$ cat config.mk
export PLATFORM = sky130hd
export DESIGN_NAME = periph_gate
export DESIGN_NICKNAME = d
export VERILOG_FILES = /design/src/rtl/periph_gate_pkg.sv /design/src/rtl/periph_gate_store.sv /design/src/rtl/periph_gate_eval.sv /design/src/rtl/periph_gate.sv
export SDC_FILE = /design/constraint.sdc
export NUM_CORES = 2
export LEC_CHECK = 0
export BUFFER_PORTS_ARGS = -buffer_cell sky130_fd_sc_hd__clkbuf_2
export CAP_MARGIN = 20
export CORE_MARGIN = 2
export CORE_UTILIZATION = 65
export DETAILED_ROUTE_END_ITERATION = 12
export PLACE_DENSITY = 0.86
export SKIP_CTS_REPAIR_TIMING = 1
export SLEW_MARGIN = 10
export SYNTH_ARGS = -nofsm -noshare
export SYNTH_HDL_FRONTEND = slang
export SYNTH_SLANG_ARGS = --single-unit
$ cat constraint.sdc
create_clock -name clk -period 10.43 [get_ports clk]
set_input_delay 2.086 -clock clk [delete_from_list [all_inputs] [get_ports clk]]
set_output_delay 2.086 -clock clk [all_outputs]
set_load 0.005 [all_outputs]
$ cat src/rtl/periph_gate_pkg.sv
package periph_gate_pkg;

    localparam int CID_W = 3;
    localparam int WL_W  = 1 << CID_W;

    // Stored part of a configuration word
    typedef struct packed {
        logic [WL_W-1:0]  wlist;
        logic [CID_W-1:0] owner;
        logic             sem_en;
        logic             flt_en;
    } cfg_t;

    typedef enum logic [2:0] {
        RSN_OK     = 3'd0,
        RSN_RANGE  = 3'd1,
        RSN_OWNER  = 3'd2,
        RSN_WLIST  = 3'd3,
        RSN_SECURE = 3'd4,
        RSN_HOLDER = 3'd5
    } reason_e;

    typedef struct packed {
        logic    valid;
        logic    grant;
        reason_e reason;
    } resp_t;

    function automatic logic [31:0] cfg_to_word(cfg_t c);
        logic [31:0] w;
        w        = '0;
        w[0]     = c.flt_en;
        w[1]     = c.sem_en;
        w[6:4]   = c.owner;
        w[23:16] = c.wlist;
        return w;
    endfunction

    function automatic cfg_t word_to_cfg(logic [31:0] w);
        cfg_t c;
        c.flt_en = w[0];
        c.sem_en = w[1];
        c.owner  = w[6:4];
        c.wlist  = w[23:16];
        return c;
    endfunction

endpackage

$ cat src/rtl/periph_gate_store.sv
module periph_gate_store
    import periph_gate_pkg::*;
#(
    parameter int NUM_ENTRIES = 40,
    parameter int IDX_W       = 6
) (
    input  logic             clk,
    input  logic             rst_n,
    input  logic             wr_en,
    input  logic             acc_sel,
    input  logic [IDX_W-1:0] acc_addr,
    input  logic [31:0]      wr_data,
    output logic [31:0]      rd_data,
    input  logic [IDX_W-1:0] lk_idx,
    output cfg_t             lk_cfg,
    output logic             lk_sec
);
    localparam int SEC_REGS = (NUM_ENTRIES + 31) / 32;
    localparam int SEC_AW   = (SEC_REGS > 1) ? $clog2(SEC_REGS) : 1;

    cfg_t        cfg_q [NUM_ENTRIES];
    cfg_t        cfg_d [NUM_ENTRIES];
    logic [31:0] sec_q [SEC_REGS];
    logic [31:0] sec_d [SEC_REGS];

    logic              acc_cfg_ok, acc_sec_ok, lk_ok;
    logic [SEC_AW-1:0] acc_reg, lk_reg;
    logic [4:0]        lk_bit;

    always_comb begin
        acc_cfg_ok = int'(acc_addr) < NUM_ENTRIES;
        acc_sec_ok = int'(acc_addr) < SEC_REGS;
        acc_reg    = SEC_AW'(acc_addr);
        lk_ok      = int'(lk_idx) < NUM_ENTRIES;
        lk_reg     = SEC_AW'(lk_idx >> 5);
        lk_bit     = 5'(lk_idx);
    end

    // next state
    always_comb begin
        for (int i = 0; i < NUM_ENTRIES; i++) cfg_d[i] = cfg_q[i];
        for (int k = 0; k < SEC_REGS; k++)    sec_d[k] = sec_q[k];
        if (wr_en) begin
            if (!acc_sel && acc_cfg_ok)
                cfg_d[acc_addr] = word_to_cfg(wr_data);
            else if (acc_sel && acc_sec_ok)
                sec_d[acc_reg] = wr_data;
        end
    end

    always_ff @(posedge clk) begin
        if (!rst_n) begin
            for (int i = 0; i < NUM_ENTRIES; i++) cfg_q[i] <= '0;
            for (int k = 0; k < SEC_REGS; k++)    sec_q[k] <= '0;
        end else begin
            for (int i = 0; i < NUM_ENTRIES; i++) cfg_q[i] <= cfg_d[i];
            for (int k = 0; k < SEC_REGS; k++)    sec_q[k] <= sec_d[k];
        end
    end

    // read and lookup paths
    always_comb begin
        rd_data = '0;
        if (!acc_sel && acc_cfg_ok)
            rd_data = cfg_to_word(cfg_q[acc_addr]);
        else if (acc_sel && acc_sec_ok)
            rd_data = sec_q[acc_reg];
        lk_cfg = lk_ok ? cfg_q[lk_idx] : '0;
        lk_sec = lk_ok ? sec_q[lk_reg][lk_bit] : 1'b0;
    end

endmodule

$ cat src/rtl/periph_gate_eval.sv
module periph_gate_eval
    import periph_gate_pkg::*;
(
    input  logic             in_range,
    input  cfg_t             cfg,
    input  logic             sec_only,
    input  logic [CID_W-1:0] cid,
    input  logic             secure,
    input  logic             sem_busy,
    input  logic [CID_W-1:0] sem_cid,
    output logic             grant,
    output reason_e          reason
);
    logic sem_mode, listed, owner_ok, holder_ok;

    always_comb begin
        sem_mode  = cfg.flt_en && cfg.sem_en;
        listed    = cfg.wlist[cid];
        owner_ok  = !cfg.flt_en || (cfg.owner == '0) || (cfg.owner == cid);
        holder_ok = sem_busy && (sem_cid == cid);

        if (!in_range)                     reason = RSN_RANGE;
        else if (sem_mode && !listed)      reason = RSN_WLIST;
        else if (!sem_mode && !owner_ok)   reason = RSN_OWNER;
        else if (sec_only && !secure)      reason = RSN_SECURE;
        else if (sem_mode && !holder_ok)   reason = RSN_HOLDER;
        else                               reason = RSN_OK;
        grant = (reason == RSN_OK);
    end

endmodule

$ cat src/rtl/periph_gate.sv
module periph_gate
    import periph_gate_pkg::*;
#(
    parameter int NUM_ENTRIES = 40,
    parameter int IDX_W       = 6
) (
    input  logic             clk,
    input  logic             rst_n,
    input  logic             cfg_wr,
    input  logic             cfg_sel,
    input  logic [IDX_W-1:0] cfg_addr,
    input  logic [31:0]      cfg_wdata,
    output logic [31:0]      cfg_rdata,
    input  logic             req_valid,
    input  logic [IDX_W-1:0] req_idx,
    input  logic [2:0]       req_cid,
    input  logic             req_secure,
    input  logic             sem_busy,
    input  logic [2:0]       sem_cid,
    output logic             resp_valid,
    output logic             resp_grant,
    output logic [2:0]       resp_reason
);
    cfg_t    lk_cfg;
    logic    lk_sec;
    logic    in_range;
    logic    ev_grant;
    reason_e ev_reason;
    resp_t   resp_d, resp_q;

    assign in_range = int'(req_idx) < NUM_ENTRIES;

    periph_gate_store #(
        .NUM_ENTRIES (NUM_ENTRIES),
        .IDX_W       (IDX_W)
    ) u_store (
        .clk      (clk),
        .rst_n    (rst_n),
        .wr_en    (cfg_wr),
        .acc_sel  (cfg_sel),
        .acc_addr (cfg_addr),
        .wr_data  (cfg_wdata),
        .rd_data  (cfg_rdata),
        .lk_idx   (req_idx),
        .lk_cfg   (lk_cfg),
        .lk_sec   (lk_sec)
    );

    periph_gate_eval u_eval (
        .in_range (in_range),
        .cfg      (lk_cfg),
        .sec_only (lk_sec),
        .cid      (req_cid),
        .secure   (req_secure),
        .sem_busy (sem_busy),
        .sem_cid  (sem_cid),
        .grant    (ev_grant),
        .reason   (ev_reason)
    );

    always_comb begin
        resp_d = '0;
        if (req_valid) begin
            resp_d.valid  = 1'b1;
            resp_d.grant  = ev_grant;
            resp_d.reason = ev_reason;
        end
    end

    always_ff @(posedge clk) begin
        if (!rst_n) resp_q <= '0;
        else        resp_q <= resp_d;
    end

    assign resp_valid  = resp_q.valid;
    assign resp_grant  = resp_q.grant;
    assign resp_reason = resp_q.reason;

endmodule

; ---- Word-level counts from Yosys, hierarchy flattened
; Memories as Yosys holds them, arrays and structs flattened.
; Index checks and enable logic that the tools add are counted.
[totals]
regBits = 5
latch_bits = 0
ramBits = 584
romBits = 0
inputBits = 57
output_inout_bits = 37
n_memories = 2
[memory_table]
columns = name, depth, width, read_ports, rd_clocked_by_memory_dff, write_ports, line
row1 = u_store.cfg_q, 40, 13, 42, 0, 40, periph_gate_store.sv:21  ; cfg_t cfg_q [NUM_ENTRIES];
row2 = u_store.sec_q, 2, 32, 4, 0, 2, periph_gate_store.sv:23  ; logic [31:0] sec_q [SEC_REGS];
[classes]
n_addsub = 0
multipliers = 0
div = 0
n_lt_le_gt_ge = 9
n_eq_ne = 2
n_shift = 0
mux = 69
bitwise_logic = 44
reduce_logical = 22
[ops]
columns = cell, count
row1 = $mux 520, 2
row2 = $mux 13, 42
row3 = $bwmux 520, 1
row4 = $mux 64, 3
row5 = $mux 32, 5
row6 = $demux 13 s6, 1
row7 = $bwmux 64, 1
row8 = $or 1x1->1, 42
row9 = $demux 32 s1, 1
row10 = $mux 3, 5
row11 = $lt 6x6->1 const B, 2
row12 = $logic_and 1x1->1, 10
row13 = $ge 7x7->1 const B, 1
row14 = $logic_not 1->1, 7
row15 = $lt 7x1->1 const B, 1
row16 = $not 6->7, 1
row17 = $eq 3x3->1, 2
row18 = $logic_not 3->1, 2
row19 = $lt 5x6->1 const B, 1
row20 = $lt 6x2->1 const B, 1
row21 = $bmux 1 s5, 1
row22 = $mux 1, 5
row23 = $mux 5, 1
row24 = $lt 3x4->1 const B, 1
row25 = other kinds (6), 7

; ---- Depth between registers and ports, before layout
[logic_depth]
depth_word = 12
mapped_depth = 14
mapped_depth_nobuf = 8

; ---- By module
; From an unflattened synthesis, not the netlist that was laid out.
[hier_totals]
hier_cells = 3634
hier_area_um2 = 32547.5
[by_module_without_submodules]
columns = module, instances, cells_each, area_per_inst_um2, seq_area_each_um2
row1 = periph_gate_store, 1, 3595, 32192.1, 11691.2
row2 = periph_gate_eval, 1, 28, 217.7, 0.0
row3 = periph_gate, 1, 11, 137.6, 100.1

; ---- Worst setup path before layout
; No wires, ideal clock.
[synth_path]
path_type = in2out
from = input cfg_addr[2]
to = output cfg_rdata[20]
arrival_time_ns = 4.113
setup_slack_ns = 4.231
cell_stages = 9
n_path_buf = 3
path_cell_list = clkbuf_1 nor3b_1 clkbuf_1 buf_1 a22oi_1 nand4_1 o2111ai_1 and3_1 o22ai_1
[synth_via]
elab_chain_len = 4
elab_cells_between_ends = 7
[synth_lines]
columns = item, line
row1 = from (decl), periph_gate.sv:11  ; input logic [IDX_W-1:0] cfg_addr,
row2 = $lt 6x2->1, periph_gate_store.sv:32  ; acc_sec_ok = int'(acc_addr) < SEC_REGS;
row3 = $logic_and 1x1->1, periph_gate_store.sv:66  ; else if (acc_sel && acc_sec_ok)
row4 = $mux 32, periph_gate_store.sv:66
row5 = $mux 32 *, periph_gate_store.sv:64  ; if (!acc_sel && acc_cfg_ok)
row6 = to (decl), periph_gate.sv:13  ; output logic [31:0] cfg_rdata,
; Mark *: on every way between the ends. The rest lies on a longest branch, timed or not.

; ---- Worst setup path after layout
[layout_path]
from = input cfg_addr[0]
to = output cfg_rdata[6]
; The elaborated chain is that of the path after synthesis.

==> results.py <==
metrics = {
    "status": {
        "status": "completed",
    },
    "floorplan": {
        "die_area_mm2": 0.0498,
        "rows": 80,
        "initial_core_util": 0.657,
        "die_h_um": 223,
        "core_mm2": 0.0475,
        "dieWidth_um": 223,
        "io_pins": 94,
    },
    "routing": {
        "drt-pass1-iter-count": 11,
        "drc": 0,
        "vias_per_cell": 7.15,
        "final_antenna_net_count": 0,
        "wl_per_cell_um": 26.5,
        "vias": 30150,
        "wirelength_um": 112000,
        "drtIter0Drc": 5931,
    },
    "min_path": {
        "hp-class": "flip-flop to flip-flop",
    },
    "sta": {
        "fin_crit_ns": 8.35,
        "rsz0062_at_grt": "false",
        "slew_headroom": 0.178,
        "tightestPinTransition_ns": 1.23,
        "slew_viol_final": 0,
        "setup_viol": 0,
        "tns_ns": 0,
        "max_freq_mhz": 120,
        "hold_violations": 0,
        "finalClockSkew_ns": 0.0112,
        "layout_worst_path_cycle_share": 0.801,
    },
    "worst_setup_path": {
        "startpoint": "cfg_addr[0]",
        "critPathMostFrequentCell": "buf_4",
        "crit_cells": 11,
        "path_class": "input port to output pin",
        "endpoint_kind": "output pin",
        "critical-path-top-delay-family": "compound AO/OA/AOI/OAI gates",
        "path_max_fanout": 60,
        "worstSetupEndpoint": "cfg_rdata[6]",
        "slowest_stage": "a2111oi_0",
        "reg2regPathDepth": 8,
        "critical_path_required_ns": 8.34,
        "rrSetupSlack_ns": 7.38,
        "r2r_start": "u_store.cfg_q[25][1]$_SDFFE_PN0P_",
        "worstReg2RegEnd": "resp_reason[2]$_SDFF_PN0_",
        "critPathArrivalTime_ns": 6.27,
        "path_buf_inv": 4,
        "worstSetupStartpointType": "input port",
        "worstPathCellList": "buf_2 > buf_4 > and3b_2 > buf_4 > a22oi_1 > nand4_1 > nor2_1 > a2111oi_0 > a211oi_1 > o22ai_1 > clkbuf_2",
        "crit_path_max_incr_delay_ns": 0.99,
    },
    "cts": {
        "cts_tree": "yes",
        "clock_sinks": 589,
        "clock_path_buffers": 3,
        "clk_latency_ns": 0.65,
        "htreeDepth": 2,
        "path_clk_slew_ns": 0.06,
        "root_buffer": "clkbuf_16",
        "cts_buffers": 59,
    },
    "global_route": {
        "grt_max_degree": 241,
        "grt_first_pass_wirelength_um": 168000,
        "grt_overflow": 0,
        "antenna_found_initial": 7,
        "grt_pass1_vias": 28088,
        "grt_usage": 0.439,
    },
    "power": {
        "p_leak_uw": 0.0108,
        "peakVddDrop_uv": 136,
        "power.density_mw_per_mm2": 146,
    },
    "run": {
        "max_cap_viol_count": 0,
    },
    "yosys": {
        "synth_warnings": 0,
        "synth_nets": 3740,
        "yosysSeqAreaShare": 0.377,
        "syn_inst": 3683,
        "yosysTopAreaCell": "dfxtp_1",
        "synth_seq_cells": 589,
        "avgSynthCellArea_um2": 8.48,
        "synthFlopType": "dfxtp_1",
        "synth_edf_count": 0,
        "synth_cell_types": 75,
        "netlist_top_cells_area": "dfxtp_1, nand2_1, a21boi_0",
        "synth_area_mm2": 0.0312,
        "synthArstFlopShare": 0,
        "synthDominantCellAreaShare": 0.377,
        "ys_top_cells_by_count": "nand2_1, dfxtp_1, a21boi_0, clkbuf_1, a22oi_1",
        "synth_most_common_cell": "nand2_1",
    },
    "place": {
        "hpwl_um": 68400,
        "gp_congestion": 1.05,
        "io_buffers": 93,
    },
    "final_layout": {
        "utilization": 0.707,
        "fin_nets": 3604,
        "drive_gt1_frac": 0.121,
        "fill_cells": 3527,
        "syn_to_final_growth_pct": 7.54,
    },
}
metrics by stage:
stage / hold WS [ns] / instances / instance area [um2] / setup slack, ns / power, uW
global placement: 0.462 / 4081 / 31300 / 2.57 / 2640
floorplan: 0.449 / 3683 / 31200 / 4.23 / 2540
global route: 0.497 / 4211 / 33600 / 2.17 / 4980
detailed placement: 0.469 / 4088 / 31300 / 2.53 / 2640
CTS: 0.478 / 4196 / 33400 / 2.54 / 4850
finish: 0.478 / 4216 / 33600 / 2.08 / 4900
area by class of cell:
cell class	count	area, um2	share of cell area
Antenna cell	7	17.5	0.000521
Timing Repair Buffer	169	1210	0.0359
Inverter	7	26.3	0.000782
Clock buffer	88	1820	0.0541
Sequential cell	589	11800	0.351
Tap cell	615	769	0.0229
Multi-Input combinational cell	2721	17700	0.527
Clock inverter	20	253	0.00752
flip-flops by register name, summed over array words and instances (netlist names):
signal / cells
resp_valid: 1
u_store.sec_q: 64
u_store.cfg_q: 520
resp_reason: 3
resp_grant: 1
worst min-delay path: stages, from the launching register on:
cell and delay, ns:
dfxtp_1 0.31, nand2_1 0.05, a21boi_0 0.06
cells in the final DEF (no fill, tap or decap), types with 9 or more instances in the layout:
master     synthesis  final
buf_6             14      9
clkinv_2           0     13
mux4_2           121    121
dfxtp_1          589    589
a221oi_1          37     37
nand3_1           27     27
nand4_1           38     38
nand2_1         1246   1246
a31oi_1           11     11
and3_1            12     11
xnor2_1           10     10
o21ai_0           23     23
o22ai_1           12     12
mux2i_1           92     92
clkbuf_8           1     19
a211oi_1           9      9
a22oi_1          196    196
nor3_1            12     11
a22o_1            34     34
nor2b_1           11     11
clkbuf_16          0     61
nor2_1            92     90
a21oi_1           29     29
mux2_2            20     20
buf_4             11     61
mux4_1            14     14
a21boi_0         584    584
clkbuf_2           0     88
kinds of logic (layout without fill, tap and decap cells):
kind of cell           count (synthesis)  in the layout  share of synthesized area
multiplexers                         247            247                      0.136
flip-flops                           589            589                      0.377
buffers and inverters                373            284                     0.0565
AO/OA/AOI/OAI                        988            988                      0.238
other                                  0              7                          0
XOR/XNOR                              11             11                    0.00308
AND/OR/NAND/NOR                     1475           1475                      0.189
worst min-delay path by stage:
stage | startpoint | endpoint | slack [ns] | depth (start not counted)
floorplan | u_store.cfg_q[34][10]$_SDFFE_PN0P_ | u_store.cfg_q[34][10]$_SDFFE_PN0P_ | 0.45 | 2
global placement | u_store.cfg_q[35][1]$_SDFFE_PN0P_ | u_store.cfg_q[35][1]$_SDFFE_PN0P_ | 0.46 | 2
detailed placement | u_store.sec_q[0][31]$_SDFFE_PN0P_ | u_store.sec_q[0][31]$_SDFFE_PN0P_ | 0.47 | 2
CTS | u_store.sec_q[0][31]$_SDFFE_PN0P_ | u_store.sec_q[0][31]$_SDFFE_PN0P_ | 0.48 | 2
global route | u_store.cfg_q[29][0]$_SDFFE_PN0P_ | u_store.cfg_q[29][0]$_SDFFE_PN0P_ | 0.50 | 2
finish | u_store.sec_q[0][31]$_SDFFE_PN0P_ | u_store.sec_q[0][31]$_SDFFE_PN0P_ | 0.48 | 2
report_power, final:
group	total, uW	switching [uW]	internal, uW
clock	2280	935	1340
combinational	362	252	110
sequential	2260	4.91	2250
total	4900	1190	3710
routing by layer:
metal  vias to the layer above  part of all wire  global-route usage  wire (um)
li1                      12645                 -                   -          -
met1                     13967              0.34               0.552      38200
met2                      2833              0.41               0.625      45800
met3                       701              0.17               0.170      18500
met4                         4             0.081               0.293       9070
met5                         -           0.00042             0.00489         47
Power figures use the tool's default switching activity.
